### src/rtl/irq_wake_pkg.sv
// Shared field positions and widths for the interrupt/wake evaluator.
// Assumes 32-bit control words with eight pending lines.
package irq_wake_pkg;
    localparam int REG_W       = 32;
    localparam int LINES       = 8;
    localparam int LINE_LSB    = 8;
    localparam int LINE_MSB    = LINE_LSB + LINES - 1;
    localparam int IE_BIT      = 0;
    localparam int EXL_BIT     = 1;
    localparam int ERL_BIT     = 2;
    localparam int IXMT_BIT    = 10;
    localparam int TC_ACT_BIT  = 13;
    localparam int HALT_BIT    = 0;

    typedef enum logic {
        MATCH_MASK  = 1'b0,
        MATCH_LEVEL = 1'b1
    } match_mode_e;

    typedef struct packed {
        logic vpe_en;
        logic vpe_act;
        logic tc_act;
        logic halted;
    } thread_state_t;
endpackage

### src/rtl/irq_block_gate.sv
// Decides whether interrupts are globally allowed. Assumes all inputs are
// already-decoded single bits; purely combinational.
module irq_block_gate (
    input  logic global_en,
    input  logic exc_level,
    input  logic err_level,
    input  logic thread_exempt,
    input  logic debug_mode,
    output logic gate_open
);
    // Any blocking condition closes the gate.
    always_comb begin
        gate_open = global_en & ~exc_level & ~err_level & ~thread_exempt & ~debug_mode;
    end

    // Guard: each single blocker must close the gate.
    always_comb begin
        if (exc_level || err_level || thread_exempt || debug_mode) begin
            a_r2_blockers_close: assert (!gate_open)
                else $error("R2: gate open while a blocker is set");
        end
    end
endmodule

### src/rtl/irq_line_match.sv
// Compares the pending lines against the masks, either line by line or as
// a priority level. Assumes both fields are LINES wide and unsigned.
module irq_line_match #(
    parameter int LINES = 8
) (
    input  logic [LINES-1:0]          pend_lines,
    input  logic [LINES-1:0]          mask_lines,
    input  irq_wake_pkg::match_mode_e mode,
    output logic                      hit
);
    logic [LINES-1:0] per_line;
    logic             any_line;
    logic             above_level;

    // One qualifying AND per interrupt line.
    for (genvar g = 0; g < LINES; g++) begin : g_line
        assign per_line[g] = pend_lines[g] & mask_lines[g];
    end

    // Reduce the per-line results and form the level compare.
    always_comb begin
        any_line    = |per_line;
        above_level = pend_lines > mask_lines;
    end

    // Pick the result for the configured controller mode.
    always_comb begin
        hit = (mode == irq_wake_pkg::MATCH_LEVEL) ? above_level : any_line;
    end

    // Guards: nothing pending never hits; in level mode a full mask never hits.
    always_comb begin
        if (pend_lines == '0) begin
            a_r3_idle_lines_no_hit: assert (!hit)
                else $error("R3: hit with no pending line");
        end
        if (mode == irq_wake_pkg::MATCH_LEVEL && mask_lines == '1) begin
            a_r4_top_level_no_hit: assert (!hit)
                else $error("R4: hit above the top level");
        end
    end
endmodule

### src/rtl/wake_qualifier.sv
// Forms has_work from the interrupt result, the wake request and the
// thread activity state. Assumes the activity gate applies only with MT.
module wake_qualifier (
    input  logic                          irq_ok,
    input  logic                          hard_req,
    input  logic                          wake_req,
    input  logic                          mt_on,
    input  irq_wake_pkg::thread_state_t   thr,
    output logic                          has_work
);
    logic thread_live;
    logic want_run;

    // A thread is live only with its element enabled, activated and running.
    always_comb begin
        thread_live = thr.vpe_en & thr.vpe_act & thr.tc_act & ~thr.halted;
    end

    // Combine the request sources, then apply the MT activity gate.
    always_comb begin
        want_run = hard_req & irq_ok;
        if (mt_on) begin
            has_work = (want_run | wake_req) & thread_live;
        end else begin
            has_work = want_run;
        end
    end

    // Guards: an idle thread under MT never has work; without a request or
    // an MT wake there is no work.
    always_comb begin
        if (mt_on && !thread_live) begin
            a_r7_idle_thread_sleeps: assert (!has_work)
                else $error("R7: work on an inactive thread");
        end
        if (!mt_on && !hard_req) begin
            a_r5_no_request_no_work: assert (!has_work)
                else $error("R5: work without a hard request");
        end
    end
endmodule

### src/rtl/irq_wake_eval.sv
// Top of the interrupt pending / wake evaluator. Slices the control words,
// gates the line match and qualifies wake. Purely combinational: no clock
// or reset is needed because the block holds no state.
module irq_wake_eval
    import irq_wake_pkg::*;
(
    input  logic [REG_W-1:0] status_reg,
    input  logic [REG_W-1:0] cause_reg,
    input  logic [REG_W-1:0] tc_status,
    input  logic [REG_W-1:0] tc_halt,
    input  logic             debug_mode,
    input  logic             cfg_ext_vec,
    input  logic             cfg_mt,
    input  logic             hard_req,
    input  logic             wake_req,
    input  logic             vpe_enabled,
    input  logic             vpe_activated,
    output logic             irq_pending,
    output logic             has_work
);
    logic          gate_open;
    logic          line_hit;
    match_mode_e   mode;
    thread_state_t thr;
    logic          unused_bits;

    // Fold unread word bits into one ignored signal.
    assign unused_bits = ^{status_reg[REG_W-1:LINE_MSB+1], status_reg[LINE_LSB-1:ERL_BIT+1],
                           cause_reg[REG_W-1:LINE_MSB+1], cause_reg[LINE_LSB-1:0],
                           tc_status[REG_W-1:TC_ACT_BIT+1], tc_status[TC_ACT_BIT-1:IXMT_BIT+1],
                           tc_status[IXMT_BIT-1:0], tc_halt[REG_W-1:HALT_BIT+1]};

    // Decode mode and thread activity fields.
    always_comb begin
        mode        = cfg_ext_vec ? MATCH_LEVEL : MATCH_MASK;
        thr.vpe_en  = vpe_enabled;
        thr.vpe_act = vpe_activated;
        thr.tc_act  = tc_status[TC_ACT_BIT];
        thr.halted  = tc_halt[HALT_BIT];
    end

    irq_block_gate u_gate (
        .global_en     (status_reg[IE_BIT]),
        .exc_level     (status_reg[EXL_BIT]),
        .err_level     (status_reg[ERL_BIT]),
        .thread_exempt (tc_status[IXMT_BIT]),
        .debug_mode    (debug_mode),
        .gate_open     (gate_open)
    );

    irq_line_match #(.LINES(LINES)) u_match (
        .pend_lines (cause_reg[LINE_MSB:LINE_LSB]),
        .mask_lines (status_reg[LINE_MSB:LINE_LSB]),
        .mode       (mode),
        .hit        (line_hit)
    );

    // Interrupt is pending only through an open gate.
    always_comb begin
        irq_pending = gate_open & line_hit;
    end

    wake_qualifier u_wake (
        .irq_ok   (irq_pending),
        .hard_req (hard_req),
        .wake_req (wake_req),
        .mt_on    (cfg_mt),
        .thr      (thr),
        .has_work (has_work)
    );

    // Guards at the top: global enable low never pends; an MT wake on a
    // live thread always yields work.
    always_comb begin
        if (!status_reg[IE_BIT]) begin
            a_r1_enable_low_quiet: assert (!irq_pending)
                else $error("R1: pending with enable low");
        end
        if (cfg_mt && wake_req && vpe_enabled && vpe_activated &&
            tc_status[TC_ACT_BIT] && !tc_halt[HALT_BIT]) begin
            a_r6_wake_runs: assert (has_work)
                else $error("R6: wake request ignored");
        end
    end
endmodule

### config.mk
export PLATFORM = sky130hd
export DESIGN_NAME = irq_wake_eval
export DESIGN_NICKNAME = d
export VERILOG_FILES = /design/src/rtl/irq_wake_pkg.sv /design/src/rtl/irq_block_gate.sv /design/src/rtl/irq_line_match.sv /design/src/rtl/wake_qualifier.sv /design/src/rtl/irq_wake_eval.sv
export SDC_FILE = /design/constraint.sdc
export NUM_CORES = 1
export LEC_CHECK = 0
export BUFFER_PORTS_ARGS = -buffer_cell sky130_fd_sc_hd__buf_2
export CORE_AREA = 2 2 52 54
export DETAILED_ROUTE_END_ITERATION = 12
export DIE_AREA = 0 0 54 56
export GPL_ROUTABILITY_DRIVEN = 0
export PLACE_DENSITY = 0.81
export SLEW_MARGIN = 20
export SYNTH_ARGS = -nofsm -noshare
export SYNTH_HDL_FRONTEND = slang
export SYNTH_HIERARCHICAL = 1
export SYNTH_SLANG_ARGS = --single-unit
### constraint.sdc
create_clock -name vclk -period 1.8
set_input_delay 0.18 -clock vclk [all_inputs]
set_output_delay 0.18 -clock vclk [all_outputs]
set_load 0.02 [all_outputs]
# Word level (Yosys, flattened, before mapping)
# Index checks and enable logic that the tools add are counted.
[totals] ff_bits=0 latchBits=0 ramBits=0 rom_bits=0 inputBits=135 word_cells=29 n_memories=0
[op_classes] addsub=0 n_mul=0 div=0 order_cmp=1 n_eq_ne=0 n_shift=0 mux=3 bitwise_logic=24 reduce_logical=1
[op_table] operator="$and 1x1->1" count=18
[op_table] operator="$gt 8x8->1" count=1
[op_table] operator="$reduce_or 8->1" count=1
[op_table] operator="$not 1->1" count=5
[op_table] operator="$mux 1" count=3
[op_table] operator="$or 1x1->1" count=1

# Longest topological paths before layout
[depth] word_depth=10 depth_mapped=9 depth_no_buf=9

# Cells and area by module
# The synthesis kept the hierarchy.
[modules_own_cells] mod="irq_line_match" n_inst=1 cells_each=42 area_each_um2=359.1 seq_area_each_um2=0.0
[modules_own_cells] mod="wake_qualifier" n_inst=1 cells_each=3 area_each_um2=21.3 seq_area_each_um2=0.0
[modules_own_cells] mod="irq_block_gate" n_inst=1 cells_each=2 area_each_um2=18.8 seq_area_each_um2=0.0
[modules_own_cells] mod="irq_wake_eval" n_inst=1 cells_each=1 area_each_um2=6.3 seq_area_each_um2=0.0

# Worst setup path after synthesis
# OpenSTA, ideal clock, no wires.
[synth_path] path_type="in2out" from="in status_reg[15]" to="out has_work" arrival_ns=1.673 required_time_ns=1.620 path_slack_ns=-0.053 stages=9 n_path_buf=0 path_cell_list="inv_1 ha_1 and4_4 nand4_2 o211ai_2 a21oi_2 and2_1 a22oi_1 a21oi_1"
[synth_via] elab_chain_cells=8 elab_cells_between_ends=9 cone_classes="order compare (1); mux (2); bitwise (5); reduce/logical (1)"
[synth_lines] element="start, declared" line_no="irq_wake_eval.sv:7" text="input logic [REG_W-1:0] status_reg,"
[synth_lines] element="parallel branches: the longest is 2 deep, another holds $gt 8x8->1"
[synth_lines] element="$mux 1 (*)" line_no="irq_line_match.sv:28" text="hit = (mode == irq_wake_pkg::MATCH_LEVEL) ? above_level : any_line;"
[synth_lines] element="net line_hit" line_no="irq_wake_eval.sv:22" text="logic line_hit;"
[synth_lines] element="$and 1x1->1 (*)" line_no="irq_wake_eval.sv:60" text="irq_pending = gate_open & line_hit;"
[synth_lines] element="net irq_pending" line_no="irq_wake_eval.sv:18" text="output logic irq_pending,"
[synth_lines] element="$and 1x1->1 (*)" line_no="wake_qualifier.sv:21" text="want_run = hard_req & irq_ok;"
[synth_lines] element="$or 1x1->1" line_no="wake_qualifier.sv:23" text="has_work = (want_run | wake_req) & thread_live;"
[synth_lines] element="$and 1x1->1" line_no="wake_qualifier.sv:23"
[synth_lines] element="$mux 1 (*)" line_no="wake_qualifier.sv:22" text="if (mt_on) begin"
[synth_lines] element="end, declared" line_no="irq_wake_eval.sv:19" text="output logic has_work"
# Mark *: on every way through the listed nets, which the timed path passes.

# Final worst setup path
[layout_path] from="in cause_reg[9]" to="out has_work"
[layout_via] elab_chain_cells=8 elab_cells_between_ends=9 cone_classes="order compare (1); mux (2); bitwise (5); reduce/logical (1)"
[layout_lines] element="start, declared" line_no="irq_wake_eval.sv:8" text="input logic [REG_W-1:0] cause_reg,"
[layout_lines] element="parallel branches: the longest is 2 deep, another holds $gt 8x8->1"
[layout_lines] element="$mux 1 (*)" line_no="irq_line_match.sv:28"
[layout_lines] element="net line_hit" line_no="irq_wake_eval.sv:22"
[layout_lines] element="$and 1x1->1 (*)" line_no="irq_wake_eval.sv:60"
[layout_lines] element="$and 1x1->1 (*)" line_no="wake_qualifier.sv:21"
[layout_lines] element="$or 1x1->1" line_no="wake_qualifier.sv:23"
[layout_lines] element="$and 1x1->1" line_no="wake_qualifier.sv:23"
[layout_lines] element="$mux 1 (*)" line_no="wake_qualifier.sv:22"
# Marks and branches as above.

==> reports/metrics.csv <==
stage,metric,value,unit
synthesis,instance count of the mapped netlist,48,
timing,minimum clock period,1.75,ns
synthesis,synthesized area per cell,8.45,µm²
synthesis,Yosys Warn Count,6,
floorplanning,chip height,56,µm
timing,WHS,0.656,ns
flow_run,Max-cap violations,0,
global_route,initial antenna violation count,0,
pwr,Static Leak,0.374,nW
placed_design,Detail Placement HPWL,916,µm
cells_and_area,fillcell total,279,
synthesis,Post-Syn Area,405,µm²
setup_path,CP arrival,1.57,ns
cells_and_area,"Cell Count, Final, Fillers Out",111,
cells_and_area,Final nets,234,
drt,drt initial violations,8,
run_status,outcome,"complete, no violations",
global_route,largest net degree at the start of global routing,4,
cells_and_area,register area,0,µm²
drt,Post-Route WL,1.16,mm
cells_and_area,clkbuf count,0,
floorplanning,Placeable Area,2430,µm²
synthesis,Synth area leaders,"ha_1, inv_1, o211ai_2",
timing,fmax,573,MHz
timing,Max-slew headroom,84.7,%
synthesis,biggest area consumer among synthesized cells,ha_1,
cells_and_area,layout cells sized above 1,70.4,%
floorplanning,die area,3020,µm²
setup_path,CP endpoint kind,primary output,
placed_design,placed cell areas,617,µm²
placed_design,Port-buffer cells,31,
drt,DR WL/cell,10.4,µm
cells_and_area,design area,763,µm²
timing,actual slew at the worst max-slew pin,0.228,ns
timing,Final Setup Violations,0,
synthesis,top-area cell type share of the netlist area,49.4,%
pwr,Max rail drop VDD,82.8,µV
drt,post-route ant nets,0,
floorplanning,# rows,18,
floorplanning,Die Wd,54,µm
setup_path,"Max FO, Critical Path",2,
timing,Fin Setup TNS,0,ns
cts,Hold Buf Count CTS,0,
placed_design,placed insts,111,
drt,DRT Pass-1 Iters,2,
cells_and_area,Ant. Diodes,0,
timing,number of hold violations in the final report,0,
timing,crit share post-route,97.0,%
drt,via count,465,
cells_and_area,area growth from synthesis to layout,88.3,%
global_route,vias in the first global route,432,
cells_and_area,FF+latch count,0,
synthesis,Synth cell types,22,
global_route,first-pass GRT wire length,1.52,mm
synthesis,Post-Syn Nets,199,
global_route,Global Route Usage Sum,6.22,%
floorplanning,I/O pins,137,
synthesis,"Seq/Total Area, Yosys",0,%
drt,# DRC,0,
global_route,GRT overflow,0,
worst_hold_path,Hold Path Stages,3,
setup_path,critical path class,in2out,
setup_path,critical path required time,1.62,ns
floorplanning,starting density of the core,16.7,%
drt,vias per cell,4.19,
pwr,Power Dens Cells,198,nW/µm²
setup_path,crit path launch type,primary input,
worst_hold_path,min-delay worst type,in2out,
timing,fin. max-slew vios,0,
==> routing by layer <==
metal	GRT usage [%]	wire length (µm)	up-vias	part of all wire, %
met2	12.2	604	19	52
met5	0	0	-	0
met4	0	0	0	0
met1	7.53	430	209	37
met3	0.269	123	0	11
li1	-	-	237	-
==> through the flow <==
stage                      power, W  worst slack [ns]  utilization [%]
after floorplan           0.0000554            0.0552                -
after global placement     0.000107           -0.0235             25.4
after detailed placement   0.000110           -0.0304             25.4
after CTS                  0.000117           0.00647             26.3
after global routing       0.000170           -0.0210             31.4
final                      0.000151            0.0536             31.4
==> cell usage after synthesis (2+ instances only) <==
library cell / number
nor2_1: 2
o211ai_2: 2
ha_1: 16
a21oi_1: 2
inv_1: 9
==> power breakdown <==
| group | total (W) | internal (W) | leakage (nW) | switching [W] |
|---|---|---|---|---|
| combinational | 0.000151 | 0.0000833 | 0.374 | 0.0000678 |
| sequential | 0 | 0 | 0 | 0 |
| clock | 0 | 0 | 0 | 0 |
==> path summary, 6_finish.rpt <==
| kind | slack [ns] | from | endpoint |
|---|---|---|---|
| setup / recovery | 0.05 | cause_reg[9] | has_work |
| hold / removal | 0.66 | cfg_mt | has_work |
==> critical path, cell delays in order <==
cell     delay (ns)
buf_2          0.12
ha_4           0.24
nor2b_4        0.12
o21a_1         0.16
o21ai_1        0.16
a21oi_2        0.08
and2_4         0.14
a22oi_2        0.18
a21oi_2        0.04
buf_4          0.15
==> cell usage in the layout, fill, tap and decap left out, types with 2 or more instances in the layout <==
cell / Yosys / final
nor2_1: 2 / 2
buf_4: 0 / 3
a21oi_2: 1 / 3
ha_4: 0 / 6
buf_2: 0 / 26
inv_1: 9 / 5
inv_2: 0 / 3
ha_1: 16 / 9
o211ai_2: 2 / 2
buf_6: 0 / 4
nor4_2: 1 / 2
==> area by class of cell <==
| type | count | area, µm² | share of cell area [%] |
|---|---|---|---|
| inverter | 9 | 36.3 | 4.75 |
| multi-input combinational | 39 | 492 | 64.4 |
| tap | 30 | 37.5 | 4.92 |
| timing repair buffer | 33 | 198 | 25.9 |
==> what timing repair did <==
| item | CTS | global route |
|---|---|---|
| pin swaps | 0 | 13 |
| gates resized for setup | 4 | 22 |
| setup endpoints to repair | 1 | 1 |
| setup buffers | 0 | 0 |
==> kinds of logic (layout without fill, tap and decap cells) <==
| logic type | count (synthesis) | count (layout) | share of synthesized area, % |
|---|---|---|---|
| adders and majority gates | 16 | 16 | 49.4 |
| and+or+nand+nor | 15 | 15 | 26.5 |
| AOI/OAI and AO/OA | 8 | 8 | 15.7 |
| buffers and inverters | 9 | 42 | 8.33 |
No activity file was read; power rests on OpenSTA's default activity.
